### config.mk
export PLATFORM = sky130hd
export DESIGN_NAME = nsp_buffer_port
export DESIGN_NICKNAME = d
export VERILOG_FILES = /design/src/rtl/nsp_pkg.sv /design/src/rtl/nsp_rst_sync.sv /design/src/rtl/nsp_decode.sv /design/src/rtl/nsp_assemble.sv /design/src/rtl/nsp_pointer.sv /design/src/rtl/nsp_readout.sv /design/src/rtl/nsp_buffer_port.sv
export SDC_FILE = /design/constraint.sdc
export NUM_CORES = 1
export LEC_CHECK = 0
export ABC_AREA = 1
export BUFFER_PORTS_ARGS = -buffer_cell sky130_fd_sc_hd__buf_2
export CORE_ASPECT_RATIO = 0.7
export CORE_MARGIN = 2
export CORE_UTILIZATION = 42
export DETAILED_ROUTE_END_ITERATION = 10
export GPL_ROUTABILITY_DRIVEN = 0
export GPL_TIMING_DRIVEN = 0
export PLACE_DENSITY = 0.68
export SYNTH_ARGS = -nofsm -noshare
export SYNTH_HDL_FRONTEND = slang
export SYNTH_SLANG_ARGS = --single-unit
export TNS_END_PERCENT = 30
### constraint.sdc
create_clock -name clk -period 4.24 [get_ports clk]
set_input_delay 0.424 -clock clk [delete_from_list [all_inputs] [get_ports clk]]
set_output_delay 0.424 -clock clk [all_outputs]
set_load 0.02 [all_outputs]
### src/rtl/nsp_pkg.sv
package nsp_pkg;

  localparam int unsigned NIB_W = 4;

  typedef enum logic [2:0] {
    EV_NONE = 3'd0,
    EV_LO   = 3'd1,
    EV_HI   = 3'd2,
    EV_RLO  = 3'd3,
    EV_RHI  = 3'd4
  } nsp_ev_e;

  typedef struct packed {
    nsp_ev_e          kind;
    logic [NIB_W-1:0] nib;
  } nsp_evt_t;

  // data-port value carrying a nibble: top three bits clear
  function automatic logic is_nib_val(input logic [7:0] v);
    return v[7:5] == 3'b000;
  endfunction

  // read command aimed at the buffer address register
  function automatic logic is_rd_cmd(input logic [7:0] v, input logic [3:0] idx);
    return (v[7:6] == 2'b11) && !v[5] && (v[3:0] == idx);
  endfunction

endpackage

### src/rtl/nsp_rst_sync.sv
module nsp_rst_sync #(
  parameter int unsigned STAGES = 2
) (
  input  logic clk,
  input  logic rst_n,
  output logic rst_sync_n
);
  logic [STAGES-1:0] sh_q;

  always_ff @(posedge clk or negedge rst_n) begin
    if (!rst_n) sh_q <= '0;
    else        sh_q <= {sh_q[STAGES-2:0], 1'b1};
  end

  assign rst_sync_n = sh_q[STAGES-1];
endmodule

### src/rtl/nsp_decode.sv
module nsp_decode
  import nsp_pkg::*;
#(
  parameter logic [3:0] BUF_REG_IDX = 4'd14
) (
  input  logic     clk,
  input  logic     rst_n,
  input  logic     strobe_mode,
  input  logic     hd_wr,
  input  logic [7:0] hd_data,
  input  logic     hc_wr,
  input  logic     hc_sel,
  input  logic     addr_load,
  output nsp_evt_t evt
);
  logic [NIB_W-1:0] park_q, park_d;
  logic             park_en;
  logic             nib_hit, rd_hit;

  assign nib_hit = hd_wr && is_nib_val(hd_data);
  assign rd_hit  = hd_wr && is_rd_cmd(hd_data, BUF_REG_IDX);

  // parked nibble for the backup strobe style
  always_comb begin
    park_en = strobe_mode && nib_hit;
    park_d  = hd_data[NIB_W-1:0];
  end

  always_ff @(posedge clk or negedge rst_n) begin
    if (!rst_n)       park_q <= '0;
    else if (park_en) park_q <= park_d;
  end

  // one event per cycle; reload wins, then control strobe, then data port
  always_comb begin
    evt.kind = EV_NONE;
    evt.nib  = '0;
    if (addr_load) begin
      evt.kind = EV_NONE;
    end else if (strobe_mode && hc_wr) begin
      evt.kind = hc_sel ? EV_LO : EV_HI;
      evt.nib  = park_q;
    end else if (rd_hit) begin
      evt.kind = hd_data[4] ? EV_RHI : EV_RLO;
    end else if (!strobe_mode && nib_hit) begin
      evt.kind = hd_data[4] ? EV_HI : EV_LO;
      evt.nib  = hd_data[NIB_W-1:0];
    end
  end
endmodule

### src/rtl/nsp_assemble.sv
module nsp_assemble
  import nsp_pkg::*;
#(
  parameter int unsigned AW = 11
) (
  input  logic          clk,
  input  logic          rst_n,
  input  nsp_evt_t      evt,
  input  logic          addr_load,
  input  logic [AW-1:0] ptr,
  output logic          byte_done,
  output logic          pend,
  output logic          ram_we,
  output logic [AW-1:0] ram_waddr,
  output logic [7:0]    ram_wdata
);
  logic             pend_q, pend_d;
  logic [NIB_W-1:0] lo_q, lo_d;
  logic             lo_en;
  logic             we_q, we_d;
  logic [AW-1:0]    wa_q, wa_d;
  logic [7:0]       wd_q, wd_d;

  always_comb begin
    byte_done = (evt.kind == EV_HI) && pend_q;
    lo_en     = (evt.kind == EV_LO);
    lo_d      = evt.nib;
    pend_d    = pend_q;
    if (addr_load)      pend_d = 1'b0;
    else if (lo_en)     pend_d = 1'b1;
    else if (byte_done) pend_d = 1'b0;
    we_d = byte_done;
    wa_d = byte_done ? ptr : wa_q;
    wd_d = byte_done ? {evt.nib, lo_q} : wd_q;
  end

  always_ff @(posedge clk or negedge rst_n) begin
    if (!rst_n) begin
      pend_q <= 1'b0;
      lo_q   <= '0;
      we_q   <= 1'b0;
      wa_q   <= '0;
      wd_q   <= '0;
    end else begin
      pend_q <= pend_d;
      if (lo_en) lo_q <= lo_d;
      we_q   <= we_d;
      wa_q   <= wa_d;
      wd_q   <= wd_d;
    end
  end

  assign pend      = pend_q;
  assign ram_we    = we_q;
  assign ram_waddr = wa_q;
  assign ram_wdata = wd_q;
endmodule

### src/rtl/nsp_pointer.sv
module nsp_pointer #(
  parameter int unsigned AW = 11
) (
  input  logic          clk,
  input  logic          rst_n,
  input  logic          load,
  input  logic [AW-1:0] load_val,
  input  logic          step,
  output logic [AW-1:0] ptr
);
  logic [AW-1:0] ptr_q, ptr_d;
  logic          ptr_en;

  // natural AW-bit wrap gives the buffer-size modulus
  always_comb begin
    ptr_en = load || step;
    ptr_d  = load ? load_val : ptr_q + 1'b1;
  end

  always_ff @(posedge clk or negedge rst_n) begin
    if (!rst_n)      ptr_q <= '0;
    else if (ptr_en) ptr_q <= ptr_d;
  end

  assign ptr = ptr_q;
endmodule

### src/rtl/nsp_readout.sv
module nsp_readout
  import nsp_pkg::*;
(
  input  logic       clk,
  input  logic       rst_n,
  input  nsp_evt_t   evt,
  input  logic [7:0] rdata,
  output logic [7:0] host_status
);
  logic [NIB_W-1:0] nib_q, nib_d;
  logic             nib_en;

  always_comb begin
    nib_en = (evt.kind == EV_RLO) || (evt.kind == EV_RHI);
    nib_d  = (evt.kind == EV_RHI) ? rdata[7:4] : rdata[3:0];
  end

  always_ff @(posedge clk or negedge rst_n) begin
    if (!rst_n)      nib_q <= '0;
    else if (nib_en) nib_q <= nib_d;
  end

  // nibble rides on status bits 6:3
  assign host_status = {1'b0, nib_q, 3'b000};
endmodule

### src/rtl/nsp_buffer_port.sv
module nsp_buffer_port
  import nsp_pkg::*;
#(
  parameter int unsigned AW          = 11,
  parameter logic [3:0]  BUF_REG_IDX = 4'd14
) (
  input  logic          clk,
  input  logic          rst_n,
  input  logic          strobe_mode,
  input  logic          hd_wr,
  input  logic [7:0]    hd_data,
  input  logic          hc_wr,
  input  logic          hc_sel,
  input  logic          addr_load,
  input  logic [AW-1:0] addr_val,
  output logic          ram_we,
  output logic [AW-1:0] ram_waddr,
  output logic [7:0]    ram_wdata,
  output logic [AW-1:0] ram_raddr,
  input  logic [7:0]    ram_rdata,
  output logic [7:0]    host_status
);
  logic          rst_q_n;
  nsp_evt_t      evt;
  logic          byte_done, pend_low, step;
  logic [AW-1:0] ptr;
  nsp_ev_e       ev_kind;

  nsp_rst_sync #(.STAGES(2)) u_rst (
    .clk(clk), .rst_n(rst_n), .rst_sync_n(rst_q_n)
  );

  nsp_decode #(.BUF_REG_IDX(BUF_REG_IDX)) u_dec (
    .clk(clk), .rst_n(rst_q_n), .strobe_mode(strobe_mode),
    .hd_wr(hd_wr), .hd_data(hd_data), .hc_wr(hc_wr), .hc_sel(hc_sel),
    .addr_load(addr_load), .evt(evt)
  );

  nsp_assemble #(.AW(AW)) u_asm (
    .clk(clk), .rst_n(rst_q_n), .evt(evt), .addr_load(addr_load), .ptr(ptr),
    .byte_done(byte_done), .pend(pend_low), .ram_we(ram_we),
    .ram_waddr(ram_waddr), .ram_wdata(ram_wdata)
  );

  assign step    = byte_done || (evt.kind == EV_RHI);
  assign ev_kind = evt.kind;

  nsp_pointer #(.AW(AW)) u_ptr (
    .clk(clk), .rst_n(rst_q_n), .load(addr_load), .load_val(addr_val),
    .step(step), .ptr(ptr)
  );

  nsp_readout u_rd (
    .clk(clk), .rst_n(rst_q_n), .evt(evt), .rdata(ram_rdata),
    .host_status(host_status)
  );

  assign ram_raddr = ptr;
endmodule

== After elaboration in Yosys (flattened, before gate mapping) ==
Cells that the tools add are included.
Operators by class
  add/sub/neg operators: 1
  equality and inequality tests: 6
  mux-type cells: 14
  reductions and logical operators: 15
Operator list (count)
  two-way mux 7 bit: 2
  two-way mux 4 bit: 3
  adder 11 x 1 -> 11 bit, second input constant: 1
  two-way mux 11 bit: 1
  two-way mux 3 bit: 3
  logical AND 1 bit: 8
  equality test 3 x 2 -> 1 bit, second input constant: 2
  equality test 4 bit, second input constant: 1
  two-way mux 2 bit: 2
  equality test 3 x 1 -> 1 bit, second input constant: 1
  equality test 3 bit, second input constant: 1
  zero test 3 bit: 1
  logical OR 1 bit: 3
  two-way mux 1 bit: 3
  nonzero test 3 bit: 1
  equality test 2 bit, second input constant: 1
  zero test 1 bit: 2
Storage, ports and cells
  bits in registers: 46
  input port bits: 34
  word-level logic and storage cells: 45

== Longest topological paths before layout ==
  depth in word-level cells: 12
  mapped depth: 14

== Cells and area by module ==
Synthesis repeated with hierarchy kept, for this count alone.
Second synthesis, totals
  cells, all modules: 296
  area total of the unflattened synthesis: 2359.8 sq um
By module, submodules not included
  nsp_assemble: instances 1, cells each 107, area each 964.7 sq um
  nsp_pointer: instances 1, cells each 88, area each 671.9 sq um
  nsp_decode: instances 1, cells each 51, area each 366.6 sq um
  nsp_readout: instances 1, cells each 43, area each 287.8 sq um
  nsp_rst_sync: instances 1, cells each 3, area each 53.8 sq um
  nsp_buffer_port: instances 1, cells each 4, area each 15.0 sq um

== Worst setup path after synthesis ==
Ideal clock, no wire load.
  path kind: flip-flop to flip-flop
  from: reg u_ptr.ptr_q[0] (netlist: u_ptr.ptr[0])
  to: reg u_ptr.ptr_q[10] (netlist: u_ptr.ptr[10])
  arrival time: 1.600 ns
  setup slack: 2.523 ns
  stages on the path, launching flop included: 12
  path buffers: 0
  cells stage by stage: dfrtp_1 -> ha_1 -> nand3_1 -> nor2_1 -> nand2_1 -> nor2_1 -> nand3_1 -> xor2_1 -> nand2_1 -> nand2_1 -> nand2_1 -> nand2_1
Between the ends
  word-level cells in the longest chain between the ends: 2
RTL lines
  start, declared: line nsp_pointer.sv:11  | logic [AW-1:0] ptr_q, ptr_d;
  start signal, assigned: line nsp_pointer.sv:22  | else if (ptr_en) ptr_q <= ptr_d;
  adder 11 x 1 -> 11 bit: line nsp_pointer.sv:17  | ptr_d = load ? load_val : ptr_q + 1'b1;
  two-way mux 11 bit: line nsp_pointer.sv:17
Every way passes these cells.
A chain may end at the register's enable or synchronous reset.

== Worst setup path after layout ==
Same ends and word-level chain as after synthesis.

==> flow_summary.json <==
{
  "num_rows": 22,
  "place_area_um2": 2770,
  "utilization": 0.544,
  "synth.top_cell.area_share": 0.498,
  "dp_hpwl_um": 4180,
  "arrival_ps": 2020,
  "period_needed_ps": 1830,
  "final_common_cell": "nand2_1",
  "dp.cells": 445,
  "ant_nets": 0,
  "grt.overflow.total": 0,
  "synth_area_leader_cell": "dfrtp_1",
  "final_hold_viol_count": 0,
  "core_um2": 5290,
  "ff2ff_setup_slack_ps": 2410,
  "start_kind": "flop",
  "synth-seq-cells": 46,
  "final_nets": 416,
  "initial_core_util": 0.437,
  "antennaDiodeCount": 0,
  "avgSynthCellArea_um2": 7.68,
  "finClkSkew_ps": 6.38,
  "r2r_start": "u_ptr.ptr[0]",
  "pwr-share-clk": 0.245,
  "routed_wl_um": 5540,
  "cts.clk_slew.worst_paths_ps": 90,
  "synth_cell_type_count": 25,
  "crit_fanout": 6,
  "finalInstanceArea_um2": 2870,
  "power.share.combinational": 0.250,
  "drv_cap": 0,
  "clkSinkCount": 46,
  "finalPower_mw": 1.10,
  "final_cell_mix": "136 x nand2_1, 70 x buf_2, 45 x dfrtp_1",
  "ctsHtreeMaxLevel": 2,
  "viasPerCell": 4.69,
  "die_w_um": 92.7,
  "drive_gt1_frac": 0.262,
  "cts_root_buffer": "clkbuf_8",
  "crit_type": "reg2reg",
  "p_leak_nw": 1.63,
  "numCtsBuffers": 5,
  "dr.pass1.iters": 4,
  "synthesis.area_um2": 2310,
  "antenna_found_initial": 0,
  "wl_per_cell_um": 12.2,
  "power.density_nw_per_um2": 382,
  "fmax_mhz": 548,
  "hold-worst-slack_ps": 153,
  "ir_worst_vdd_mv": 0.158,
  "place_ws_ps": 2320,
  "syn-instance-count": 301,
  "reg2reg_depth": 11,
  "drtIter0Drc": 143,
  "rr_endpoint": "u_ptr.ptr[10]",
  "cp.required_ps": 4430,
  "p_int_mw": 0.719,
  "end_kind": "flop",
  "cts_tree": "yes",
  "p_switching_mw": 0.379,
  "syn_to_final_growth_pct": 24.4,
  "clock_latency_ps": 300,
  "slew_violations": 0,
  "fillers": 556,
  "io_buffer_count": 68,
  "fin_ws_ps": 2410,
  "seqPwrFrac": 0.505,
  "ys_seq_area_frac": 0.498,
  "cts_buffer_depth": 2,
  "grt_usage": 0.196,
  "hold_path.class": "reg2async",
  "die_area_um2": 6120,
  "post-route-period-util": 0.430,
  "synth_warnings": 0,
  "first_global_vias": 2004,
  "io-pin-count": 73,
  "rsz0062_at_grt": "no",
  "tightest_slew_ps": 619,
  "swShare": 0.345,
  "drc": 0,
  "relSlewSlack": 0.585,
  "vias": 2130,
  "setup_tns_ps": 0,
  "grt_pass1_wl_um": 9400,
  "synth.area.top_cells": "dfrtp_1 50%, nand2_1 22%, o21ai_0 4.1%, nand4_1 3.5%, inv_1 3.1%",
  "die_h_um": 66.1,
  "grt_max_degree": 34,
  "setup_viol_count_final": 0,
  "final_cells": 454,
  "status": "completed"
}
cells in the mapped netlist, drive strengths merged:
master and instances:
nor2 10, nand3 12, inv 23, xor2 3
nand2 138, buf 10, o21ai 32, nor4 1
a21oi 4, xnor2 1, conb 2, ha 1
nand4 13, o31ai 1, clkbuf 4, dfrtp 46
state kept, by name, summed over array words and instances, names as in the netlist:
register         cells
u_asm.pend           1
u_asm.ram_waddr     11
u_dec.park_q         4
u_rd.nib_q           4
u_asm.lo_q           4
u_ptr.ptr           11
u_asm.ram_we         1
u_rst.sh_q           2
u_asm.ram_wdata      8
per-layer routing:
| metal | up-vias | track usage | part of all wire |
|---|---|---|---|
| met3 | 0 | 0.0593 | 0.075 |
| met5 | - | 0 | 0 |
| met2 | 64 | 0.300 | 0.42 |
| met4 | 0 | 0.0276 | 0 |
| li1 | 1109 | - | - |
| met1 | 957 | 0.281 | 0.50 |
worst max-delay path by stage:
stage	from	to	slack [ps]	cells after the start
after CTS	u_ptr.ptr[0]	u_ptr.ptr[10]	2430	11
after floorplan	u_ptr.ptr[0]	u_ptr.ptr[10]	2520	11
after detailed placement	hd_data[6]	u_asm.ram_waddr[8]	2320	11
after global routing	u_ptr.ptr[0]	u_ptr.ptr[10]	2260	11
after global placement	u_rst.sh_q[1]	u_rd.nib_q[0]	2300	0
final	u_ptr.ptr[0]	u_ptr.ptr[10]	2410	11
power groups by stage:
stage | Sequential (mW) | Combinational (mW) | Clock (mW)
floorplan | 0.623 | 0.108 | 0
global placement | 0.566 | 0.262 | 0
detailed placement | 0.561 | 0.276 | 0
CTS | 0.554 | 0.277 | 0.281
global route | 0.563 | 0.307 | 0.303
finish | 0.554 | 0.274 | 0.269
layout make-up:
| class | instances | area [um2] | area share |
|---|---|---|---|
| timing repair buffer | 70 | 370 | 0.129 |
| multi-input combinational | 221 | 1000 | 0.348 |
| sequential | 46 | 1150 | 0.401 |
| tap | 72 | 90.1 | 0.0313 |
| clock buffer | 5 | 68.8 | 0.0239 |
| inverter | 23 | 86.3 | 0.0300 |
| clock inverter | 3 | 21.3 | 0.00740 |
| buffer | 14 | 85.1 | 0.0296 |
worst max-delay path: stages, from the launching register on:
cell and delay, ps:
dfrtp_1 440, ha_1 210, nand3_1 130, nor2_1 110, nand2_1 70, nor2_1 240, nand3_1 140, xor2_1 160
nand2_1 60, nand2_1 50, nand2_1 60, nand2_1 50
repair_timing:
action | CTS | global route
setup buffers | 0 | 0
setup endpoints to repair | 0 | 0
hold buffers | 1 | 0
resized for setup | 0 | 0
endpoints found under the hold margin | 2 | 0
cells by family after synthesis:
| kind of cell | share of synthesized area |
|---|---|
| buf+inv | 0.0742 |
| other cells | 0.00325 |
| simple gates | 0.321 |
| compound gates | 0.0828 |
| fa+ha+maj | 0.00541 |
| flops | 0.498 |
| xor+xnor | 0.0152 |
(Power assumes the default switching activity.)
